--- config.mk ---
export PLATFORM = sky130hd
export DESIGN_NAME = vreg_overlap_check
export DESIGN_NICKNAME = d
export VERILOG_FILES = /design/src/rtl/vreg_overlap_pkg.sv /design/src/rtl/vreg_group_span.sv /design/src/rtl/vreg_rule_eval.sv /design/src/rtl/vreg_overlap_check.sv
export SDC_FILE = /design/constraint.sdc
export NUM_CORES = 1
export LEC_CHECK = 0
export BUFFER_PORTS_ARGS = -buffer_cell sky130_fd_sc_hd__buf_2
export CAP_MARGIN = 20
export CELL_PAD_IN_SITES_DETAIL_PLACEMENT = 0
export CELL_PAD_IN_SITES_GLOBAL_PLACEMENT = 1
export CORE_MARGIN = 8
export CORE_UTILIZATION = 46
export CTS_CLUSTER_SIZE = 16
export DETAILED_ROUTE_END_ITERATION = 8
export PLACE_DENSITY_LB_ADDON = 0.1
export REMOVE_ABC_BUFFERS = 1
export SLEW_MARGIN = 20
export SYNTH_ARGS = -nofsm -noshare
export SYNTH_HDL_FRONTEND = slang
export SYNTH_SLANG_ARGS = --single-unit
--- constraint.sdc ---
create_clock -name clk -period 0.8 [get_ports clk]
set_input_delay 0.04 -clock clk [delete_from_list [all_inputs] [get_ports clk]]
set_output_delay 0.04 -clock clk [all_outputs]
set_load 0.05 [all_outputs]
--- src/rtl/vreg_overlap_pkg.sv ---
package vreg_overlap_pkg;

    typedef enum logic [1:0] {
        CLS_PLAIN     = 2'd0,
        CLS_WIDE_SRC  = 2'd1,
        CLS_WIDE_MAC  = 2'd2,
        CLS_IDX_STORE = 2'd3
    } op_class_e;

    typedef enum logic [2:0] {
        RSN_NONE  = 3'd0,
        RSN_MIXED = 3'd1,
        RSN_MASK  = 3'd2,
        RSN_WIDE  = 3'd3,
        RSN_ALIGN = 3'd4
    } reason_e;

    localparam int NUM_OPS = 3;
    localparam int OP_VS1  = 0;
    localparam int OP_VS2  = 1;
    localparam int OP_VD   = 2;

endpackage

--- src/rtl/vreg_group_span.sv ---
module vreg_group_span #(
    parameter int RW = 5,
    parameter int EW = 4,
    parameter int SW = 8
) (
    input  logic [RW-1:0] base_i,
    input  logic [EW-1:0] emul_i,
    output logic [SW-1:0] lo_o,
    output logic [SW-1:0] hi_o,
    output logic          misal_o
);

    logic [SW-1:0] cnt;

    always_comb begin
        // negative or zero log2 multiplier still occupies one register
        if (!emul_i[EW-1] && (emul_i != '0)) begin
            cnt = SW'(1) << emul_i[EW-2:0];
        end else begin
            cnt = SW'(1);
        end
        lo_o    = SW'(base_i);
        hi_o    = lo_o + cnt - SW'(1);
        misal_o = |(lo_o & (cnt - SW'(1)));
    end

endmodule

--- src/rtl/vreg_rule_eval.sv ---
module vreg_rule_eval
    import vreg_overlap_pkg::*;
#(
    parameter int EW      = 4,
    parameter int SW      = 8,
    parameter int EEW_W   = 2,
    parameter int LIM_LOG = 3
) (
    input  op_class_e                        cls_i,
    input  logic                             mask_en_i,
    input  logic [NUM_OPS-1:0][SW-1:0]       lo_i,
    input  logic [NUM_OPS-1:0][SW-1:0]       hi_i,
    input  logic [NUM_OPS-1:0]               misal_i,
    input  logic [NUM_OPS-1:0][EEW_W-1:0]    eew_i,
    input  logic [NUM_OPS-1:0][EW-1:0]       emul_i,
    output reason_e                          cause_o,
    output logic                             hit_o
);

    logic [NUM_OPS-1:0] rd;
    logic [NUM_OPS-1:0] used;
    logic [NUM_OPS-1:0] at_v0;
    logic               mixed_hit;
    logic               mask_hit;
    logic               wide_hit;
    logic               align_hit;
    logic               is_wide;

    function automatic logic too_wide(input logic [EW-1:0] m);
        return !m[EW-1] && (m[EW-2:0] > (EW-1)'(LIM_LOG));
    endfunction

    // operand roles per class
    always_comb begin
        unique case (cls_i)
            CLS_PLAIN:     begin rd = 3'b011; used = 3'b111; end
            CLS_WIDE_SRC:  begin rd = 3'b011; used = 3'b111; end
            CLS_WIDE_MAC:  begin rd = 3'b111; used = 3'b111; end
            CLS_IDX_STORE: begin rd = 3'b110; used = 3'b110; end
        endcase
    end

    for (genvar k = 0; k < NUM_OPS; k++) begin : g_v0
        assign at_v0[k] = (lo_i[k] == '0);
    end

    always_comb begin
        mixed_hit = 1'b0;
        for (int i = 0; i < NUM_OPS; i++) begin
            for (int j = i + 1; j < NUM_OPS; j++) begin
                if (rd[i] && rd[j] && (lo_i[i] <= hi_i[j]) && (lo_i[j] <= hi_i[i])
                    && (eew_i[i] != eew_i[j])) begin
                    mixed_hit = 1'b1;
                end
            end
        end
    end

    assign mask_hit  = mask_en_i && |(rd & at_v0);
    assign is_wide   = (cls_i == CLS_WIDE_SRC) || (cls_i == CLS_WIDE_MAC);
    assign wide_hit  = is_wide && (too_wide(emul_i[OP_VD]) ||
                       ((cls_i == CLS_WIDE_SRC) && too_wide(emul_i[OP_VS2])));
    assign align_hit = |(used & misal_i);

    always_comb begin
        if (mixed_hit)      cause_o = RSN_MIXED;
        else if (mask_hit)  cause_o = RSN_MASK;
        else if (wide_hit)  cause_o = RSN_WIDE;
        else if (align_hit) cause_o = RSN_ALIGN;
        else                cause_o = RSN_NONE;
    end

    assign hit_o = mixed_hit | mask_hit | wide_hit | align_hit;

endmodule

--- src/rtl/vreg_overlap_check.sv ---
module vreg_overlap_check
    import vreg_overlap_pkg::*;
#(
    parameter int NUM_VREGS = 32,
    parameter int EEW_W     = 2,
    parameter int EMUL_W    = 4,
    parameter int MAX_GROUP = 8,
    parameter int REG_OUT   = 1,
    localparam int RW       = $clog2(NUM_VREGS)
) (
    input  logic              clk,
    input  logic              rst_n,
    input  logic [1:0]        cls_i,
    input  logic              mask_en_i,
    input  logic [RW-1:0]     vs1_i,
    input  logic [EEW_W-1:0]  vs1_eew_i,
    input  logic [EMUL_W-1:0] vs1_emul_i,
    input  logic [RW-1:0]     vs2_i,
    input  logic [EEW_W-1:0]  vs2_eew_i,
    input  logic [EMUL_W-1:0] vs2_emul_i,
    input  logic [RW-1:0]     vd_i,
    input  logic [EEW_W-1:0]  vd_eew_i,
    input  logic [EMUL_W-1:0] vd_emul_i,
    output logic              illegal_o,
    output logic [2:0]        cause_o
);

    localparam int MAXLOG  = 2 ** (EMUL_W - 1) - 1;
    localparam int SW      = ((RW > MAXLOG) ? RW : MAXLOG) + 1;
    localparam int LIM_LOG = $clog2(MAX_GROUP);

    logic [NUM_OPS-1:0][RW-1:0]     base;
    logic [NUM_OPS-1:0][EEW_W-1:0]  eew;
    logic [NUM_OPS-1:0][EMUL_W-1:0] emul;
    logic [NUM_OPS-1:0][SW-1:0]     lo;
    logic [NUM_OPS-1:0][SW-1:0]     hi;
    logic [NUM_OPS-1:0]             misal;
    reason_e                        cause_d;
    logic                           hit_d;

    assign base = {vd_i, vs2_i, vs1_i};
    assign eew  = {vd_eew_i, vs2_eew_i, vs1_eew_i};
    assign emul = {vd_emul_i, vs2_emul_i, vs1_emul_i};

    for (genvar k = 0; k < NUM_OPS; k++) begin : g_span
        vreg_group_span #(.RW(RW), .EW(EMUL_W), .SW(SW)) u_span (
            .base_i  (base[k]),
            .emul_i  (emul[k]),
            .lo_o    (lo[k]),
            .hi_o    (hi[k]),
            .misal_o (misal[k])
        );
    end

    vreg_rule_eval #(.EW(EMUL_W), .SW(SW), .EEW_W(EEW_W), .LIM_LOG(LIM_LOG)) u_rules (
        .cls_i     (op_class_e'(cls_i)),
        .mask_en_i (mask_en_i),
        .lo_i      (lo),
        .hi_i      (hi),
        .misal_i   (misal),
        .eew_i     (eew),
        .emul_i    (emul),
        .cause_o   (cause_d),
        .hit_o     (hit_d)
    );

    if (REG_OUT != 0) begin : g_reg
        reason_e cause_q;
        logic    flag_q;
        always_ff @(posedge clk or negedge rst_n) begin
            if (!rst_n) begin
                cause_q <= RSN_NONE;
                flag_q  <= 1'b0;
            end else begin
                cause_q <= cause_d;
                flag_q  <= hit_d;
            end
        end
        assign cause_o   = cause_q;
        assign illegal_o = flag_q;
    end else begin : g_comb
        assign cause_o   = cause_d;
        assign illegal_o = hit_d;
    end

endmodule

# ---- Yosys cells after proc, flatten, opt, wreduce, memory -nomap -nowiden
# Cells that the tools add are included.
dict set report totals {
  ff_bits 4
  out_inout_bits 4
  elab_cells 87
}
dict set report classes {
  addsub 9
  n_lt_le_gt_ge 8
  n_eq_ne 6
  shift 3
  muxes 12
  bitwise 8
  reduce_logical 39
}
# operator n
set op_table {}
lappend op_table {{5-bit by 8-bit <= comparator with 1-bit output} 6}
lappend op_table {{8-bit by 1-bit subtractor with 8-bit output, second input constant} 6}
lappend op_table {{5-bit by 8-bit adder with 8-bit output} 3}
lappend op_table {{5-bit by 8-bit AND with 8-bit output} 3}
lappend op_table {{8-bit zero test} 3}
lappend op_table {{8-bit two-way mux} 3}
lappend op_table {{8-bit OR reduction} 3}
lappend op_table {{1-bit by 3-bit << shifter with 8-bit output, first input constant} 3}
lappend op_table {{1-bit logical AND} 20}
lappend op_table {{3-bit two-way mux} 4}
lappend op_table {{4-bit nonzero test} 3}
lappend op_table {{3-bit case mux with 3 select lines} 1}
lappend op_table {{3-bit OR reduction} 3}
lappend op_table {{3-bit AND} 2}
lappend op_table {{3-bit by 2-bit > comparator with 1-bit output, second input constant} 2}
lappend op_table {{2-bit inequality test} 3}
lappend op_table {{3-bit case mux with 2 select lines} 1}
lappend op_table {{2-bit equality test, second input constant} 2}
lappend op_table {{1-bit zero test} 3}
lappend op_table {{1-bit two-way mux} 3}
lappend op_table {{1-bit OR} 3}
lappend op_table {{2-bit by 1-bit equality test with 1-bit output, second input constant} 1}
lappend op_table {{2-bit zero test} 1}
lappend op_table {{1-bit logical OR} 2}
lappend op_table {{2-bit OR reduction} 1}

# ---- Longest topological paths before layout
dict set report depth {
  word_depth 15
  depth_mapped 16
  depth_no_buf 16
}

# ---- Modules after synthesis
# Synthesis repeated with hierarchy kept, for this count alone.
dict set report hier_totals {
  cells_unflattened 446
  area_unflattened_um2 3279.4
}
# mod instances cells_each area_each_um2
set by_module_without_submodules {}
lappend by_module_without_submodules {vreg_rule_eval 1 187 1416.4}
lappend by_module_without_submodules {{vreg_group_span (g_span[1].u_span ...)} 2 85 584.3}
lappend by_module_without_submodules {{vreg_group_span (g_span[0].u_span)} 1 85 594.3}
lappend by_module_without_submodules {vreg_overlap_check 1 4 100.1}

# ---- Worst setup path before layout
# No wires, ideal clock.
dict set report synth_timing {
  path_kind {in2reg}
  start {in vs2_emul_i[1]}
  end {reg g_reg.cause_q[2], in the netlist cause_o[2]}
  setup_time_ns 0.068
  t_arrival_ns 2.756
  path_slack_ns -2.024
  cell_stages 15
  path_buffers 1
  cell_sequence {clkbuf_1 nor2b_1 nand2_1 ha_1 inv_1 ha_1 a21o_1 a21oi_1 xor2_1 ha_1 and3_1 nand3_1 nand4_1 a22oi_1 and4b_1}
}
dict set report synth_between {
  elab_chain_cells 13
  elab_cells_between_ends 30
}
# item line
set synth_lines {}
lappend synth_lines {{start, declared} vreg_overlap_check.sv:20} ;# input logic [EMUL_W-1:0] vs2_emul_i,
lappend synth_lines {{4-bit nonzero test} vreg_group_span.sv:17} ;# if (!emul_i[EW-1] && (emul_i != '0)) begin
lappend synth_lines {{1-bit logical AND} vreg_group_span.sv:17}
lappend synth_lines {{8-bit two-way mux} vreg_group_span.sv:17}
lappend synth_lines {{5-bit by 8-bit adder with 8-bit output} vreg_group_span.sv:23} ;# hi_o = lo_o + cnt - SW'(1);
lappend synth_lines {{8-bit by 1-bit subtractor with 8-bit output} vreg_group_span.sv:23}
lappend synth_lines {{5-bit by 8-bit <= comparator with 1-bit output} vreg_rule_eval.sv:51} ;# if (rd[i] && rd[j] && (lo_i[i] <= hi_i[j]) && (lo_i[j] <= hi_i[i])
lappend synth_lines {{1-bit logical AND (2 in series)} vreg_rule_eval.sv:51}
lappend synth_lines {{1-bit logical AND} vreg_rule_eval.sv:52} ;# && (eew_i[i] != eew_i[j])) begin
lappend synth_lines {{1-bit two-way mux (3 in series)} vreg_rule_eval.sv:51}
lappend synth_lines {{3-bit two-way mux (*)} vreg_rule_eval.sv:66} ;# if (mixed_hit) cause_o = RSN_MIXED;
lappend synth_lines {{via cause_d[2]} vreg_overlap_check.sv:38} ;# reason_e cause_d;
lappend synth_lines {{end signal, assigned} vreg_overlap_check.sv:75} ;# cause_q <= cause_d;
lappend synth_lines {{end, declared} vreg_overlap_check.sv:68} ;# reason_e cause_q;
# The timed path passes the listed nets; every way through them passes the cells marked *.

# ---- Worst setup path in the final report
dict set report layout_timing {
  start {in vs2_emul_i[2]}
  end {reg g_reg.cause_q[2], in the netlist cause_o[2]}
}
# Same word-level chain as after synthesis.

==> impl_metrics.json <==
{
  "outcome": "finished with violations",
  "violations": "setup timing",
  "ys_seq_area_frac": 0.03918,
  "maxCapViolCount": 0,
  "syn_inst": 346,
  "ir_drop_uv": 816.4,
  "wl_per_cell_um": 14.95,
  "htreeDepth": 1,
  "syn_avg_cell_area_um2": 7.384,
  "diodes": 0,
  "initial_core_util": 0.4697,
  "die_area_um2": 8195,
  "cts_buffer_depth": 2,
  "p_seq_frac": 0.060,
  "grt_overflow": 0,
  "rows": 27,
  "placed_area_um2": 3481,
  "cts_num_sinks": 4,
  "synth.area.mux_share": 0.007835,
  "yosysTopAreaCell": "ha_1",
  "synth_ff_type": "dfrtp_1",
  "ys_top_cells_by_area": "ha_1 35%, inv_1 8.8%, a21oi_1 5.1%",
  "place_inst": 543,
  "ios": 42,
  "multiInputGateArea_um2": 2459,
  "hp-class": "input port to asynchronous set/reset pin",
  "fin_ws_ns": -1.909,
  "wl_mm": 8.579,
  "crit_type": "input port to register",
  "async_flop_share": 1.000,
  "drc_errors": 0,
  "finalNonFillerCells": 574,
  "p_leak_nw": 2.124,
  "cp.arrival_ns": 2.86,
  "die_y_um": 90.53,
  "min_period_over_period": 3.387,
  "drive_gt1_frac": 0.4163,
  "grt_max_degree": 10,
  "whs_ns": 0.1620,
  "clk_pin_slew_ns": 0.03,
  "drtAntennaViolNets": 0,
  "synth_top_family_by_area": "adder cells",
  "power.switching_mw": 1.759,
  "vias": 3065,
  "core_um2": 5439,
  "setup_viol": 4,
  "first_pass_iters": 4,
  "required_ns": 0.95,
  "fin_total_pwr_mw": 3.970,
  "cts_tree": "yes",
  "synth-edff-count": 0,
  "yosys_warnings": 0,
  "drt_iter0_markers": 101,
  "die_w_um": 90.53,
  "cts_buffers": 3,
  "synth-xor-area-share": 0.05828,
  "pwr-share-comb": 0.833,
  "cp_max_fo": 4,
  "powerDensity_nw_per_um2": 981.4,
  "max-slew-margin-rel": 0.7497,
  "grt_pass1_wl_mm": 14.21,
  "post-route-min-period_ns": 2.709,
  "grt_pass1_vias": 3287,
  "fin_nets": 617,
  "p_int_mw": 2.211,
  "synth_area_um2": 2555,
  "final_util": 0.7437,
  "synthSimpleGateAreaFrac": 0.2062,
  "hold_violations": 0,
  "ys_ff_latch": 4,
  "io_buffers": 41,
  "synth-adder-area-share": 0.3761,
  "cts-root-buf": "clkbuf_8",
  "ff_latch_area_um2": 100.1,
  "n_fill_cell": 428,
  "clockPowerShare": 0.106,
  "pre_cts_ws_ns": -2.444,
  "rsz0062_at_grt": "yes",
  "synth_compound_area_frac": 0.2184,
  "gp_congestion": 0.8939,
  "fmax_mhz": 369.1,
  "track_usage": 0.2068,
  "viasPerCell": 5.340,
  "areaGrowthSynthToFinish_pct": 58.33,
  "yosysMostFrequentCell": "ha_1",
  "end_kind": "register",
  "fin_area_um2": 4045,
  "switching_share": 0.4431,
  "yosysTopAreaCellShare": 0.3526,
  "critPathLaunchType": "input port",
  "worstMarginPinSlew_ns": 0.3720,
  "yosys-top-cells-count": "72 x ha_1, 60 x inv_1, 26 x a21oi_1",
  "slew_violations": 0,
  "synth.distinct_cells": 49,
  "antenna_found_initial": 0,
  "fin_setup_tns_ns": -7.568,
  "dpl.hpwl_mm": 6.804
}
final timing paths:
check                         startpoint    endpoint  cells past startpoint
max in group asynchronous          rst_n  cause_o[1]                      2
min in group clk               mask_en_i  cause_o[0]                      4
worst min-delay path               rst_n   illegal_o                      2
worst max-delay path       vs2_emul_i[2]  cause_o[2]                     16
sequential cells by signal, indices dropped and copies added, names as in the netlist:
register   count
illegal_o      1
cause_o        3
kinds of logic after synthesis:
logic type                 Yosys count
AOI/OAI and AO/OA                   87
xor gates and xnor gates            17
adders and majority gates           75
buffers and inverters               62
DFF                                  4
muxes                                2
and+or+nand+nor                     99
critical path, stage by stage:
cell       delay (ns)
buf_2            0.12
nor3_1           0.26
nor2_2           0.07
ha_1             0.18
inv_1            0.05
ha_2             0.17
inv_1            0.05
fa_2             0.34
nand2b_4         0.15
o2bb2ai_1        0.14
a31o_2           0.23
a211oi_2         0.17
buf_4            0.14
nand4_1          0.16
a22oi_2          0.33
and4b_1          0.23
final cells by class:
cell class / count / share of cell area
Clock buffer: 3 / 0.01021
Multi-Input combinational cell: 280 / 0.6078
Sequential cell: 4 / 0.02474
Timing Repair Buffer: 155 / 0.2793
Inverter: 60 / 0.05568
Tap cell: 72 / 0.02227
repair_timing:
action	4_1_cts	5_1_grt
gates resized for setup	61	11
endpoints found under the setup margin	8	6
buffers inserted	26	1
pin swaps	29	9
hold buffers	1	0
hold endpoints to repair	4	0
cells in the final DEF (no fill, tap or decap), drive strengths merged, types with 4 or more instances in the layout:
| cell | count |
|---|---|
| nor2 | 21 |
| o21ai | 16 |
| nor2b | 12 |
| nand3 | 10 |
| xor2 | 10 |
| a31oi | 4 |
| buf | 154 |
| xnor2 | 7 |
| inv | 60 |
| ha | 72 |
| nand2b | 6 |
| nand3b | 4 |
| a21oi | 26 |
| nand2 | 20 |
| nor3 | 4 |
| nand4 | 6 |
| o22ai | 5 |
| a211oi | 8 |
| and3 | 4 |
| dfrtp | 4 |
| a21o | 7 |
power by group through the flow:
stage / Sequential [mW] / Combinational (mW) / Clock, mW
after floorplan: 0.347 / 1.62 / 0
after global placement: 0.239 / 2.74 / 0
after detailed placement: 0.239 / 2.82 / 0
after CTS: 0.239 / 3.18 / 0.425
after global routing: 0.241 / 3.68 / 0.447
final: 0.239 / 3.31 / 0.423
routing by layer:
metal	GRT usage	vias up	wire length (um)
met5	0	-	0
li1	-	1536	-
met3	0.02411	25	339
met1	0.2155	1415	3487
met2	0.4007	89	4418
met4	0.09015	0	334
Note: power is estimated with default switching activity, not from simulation.
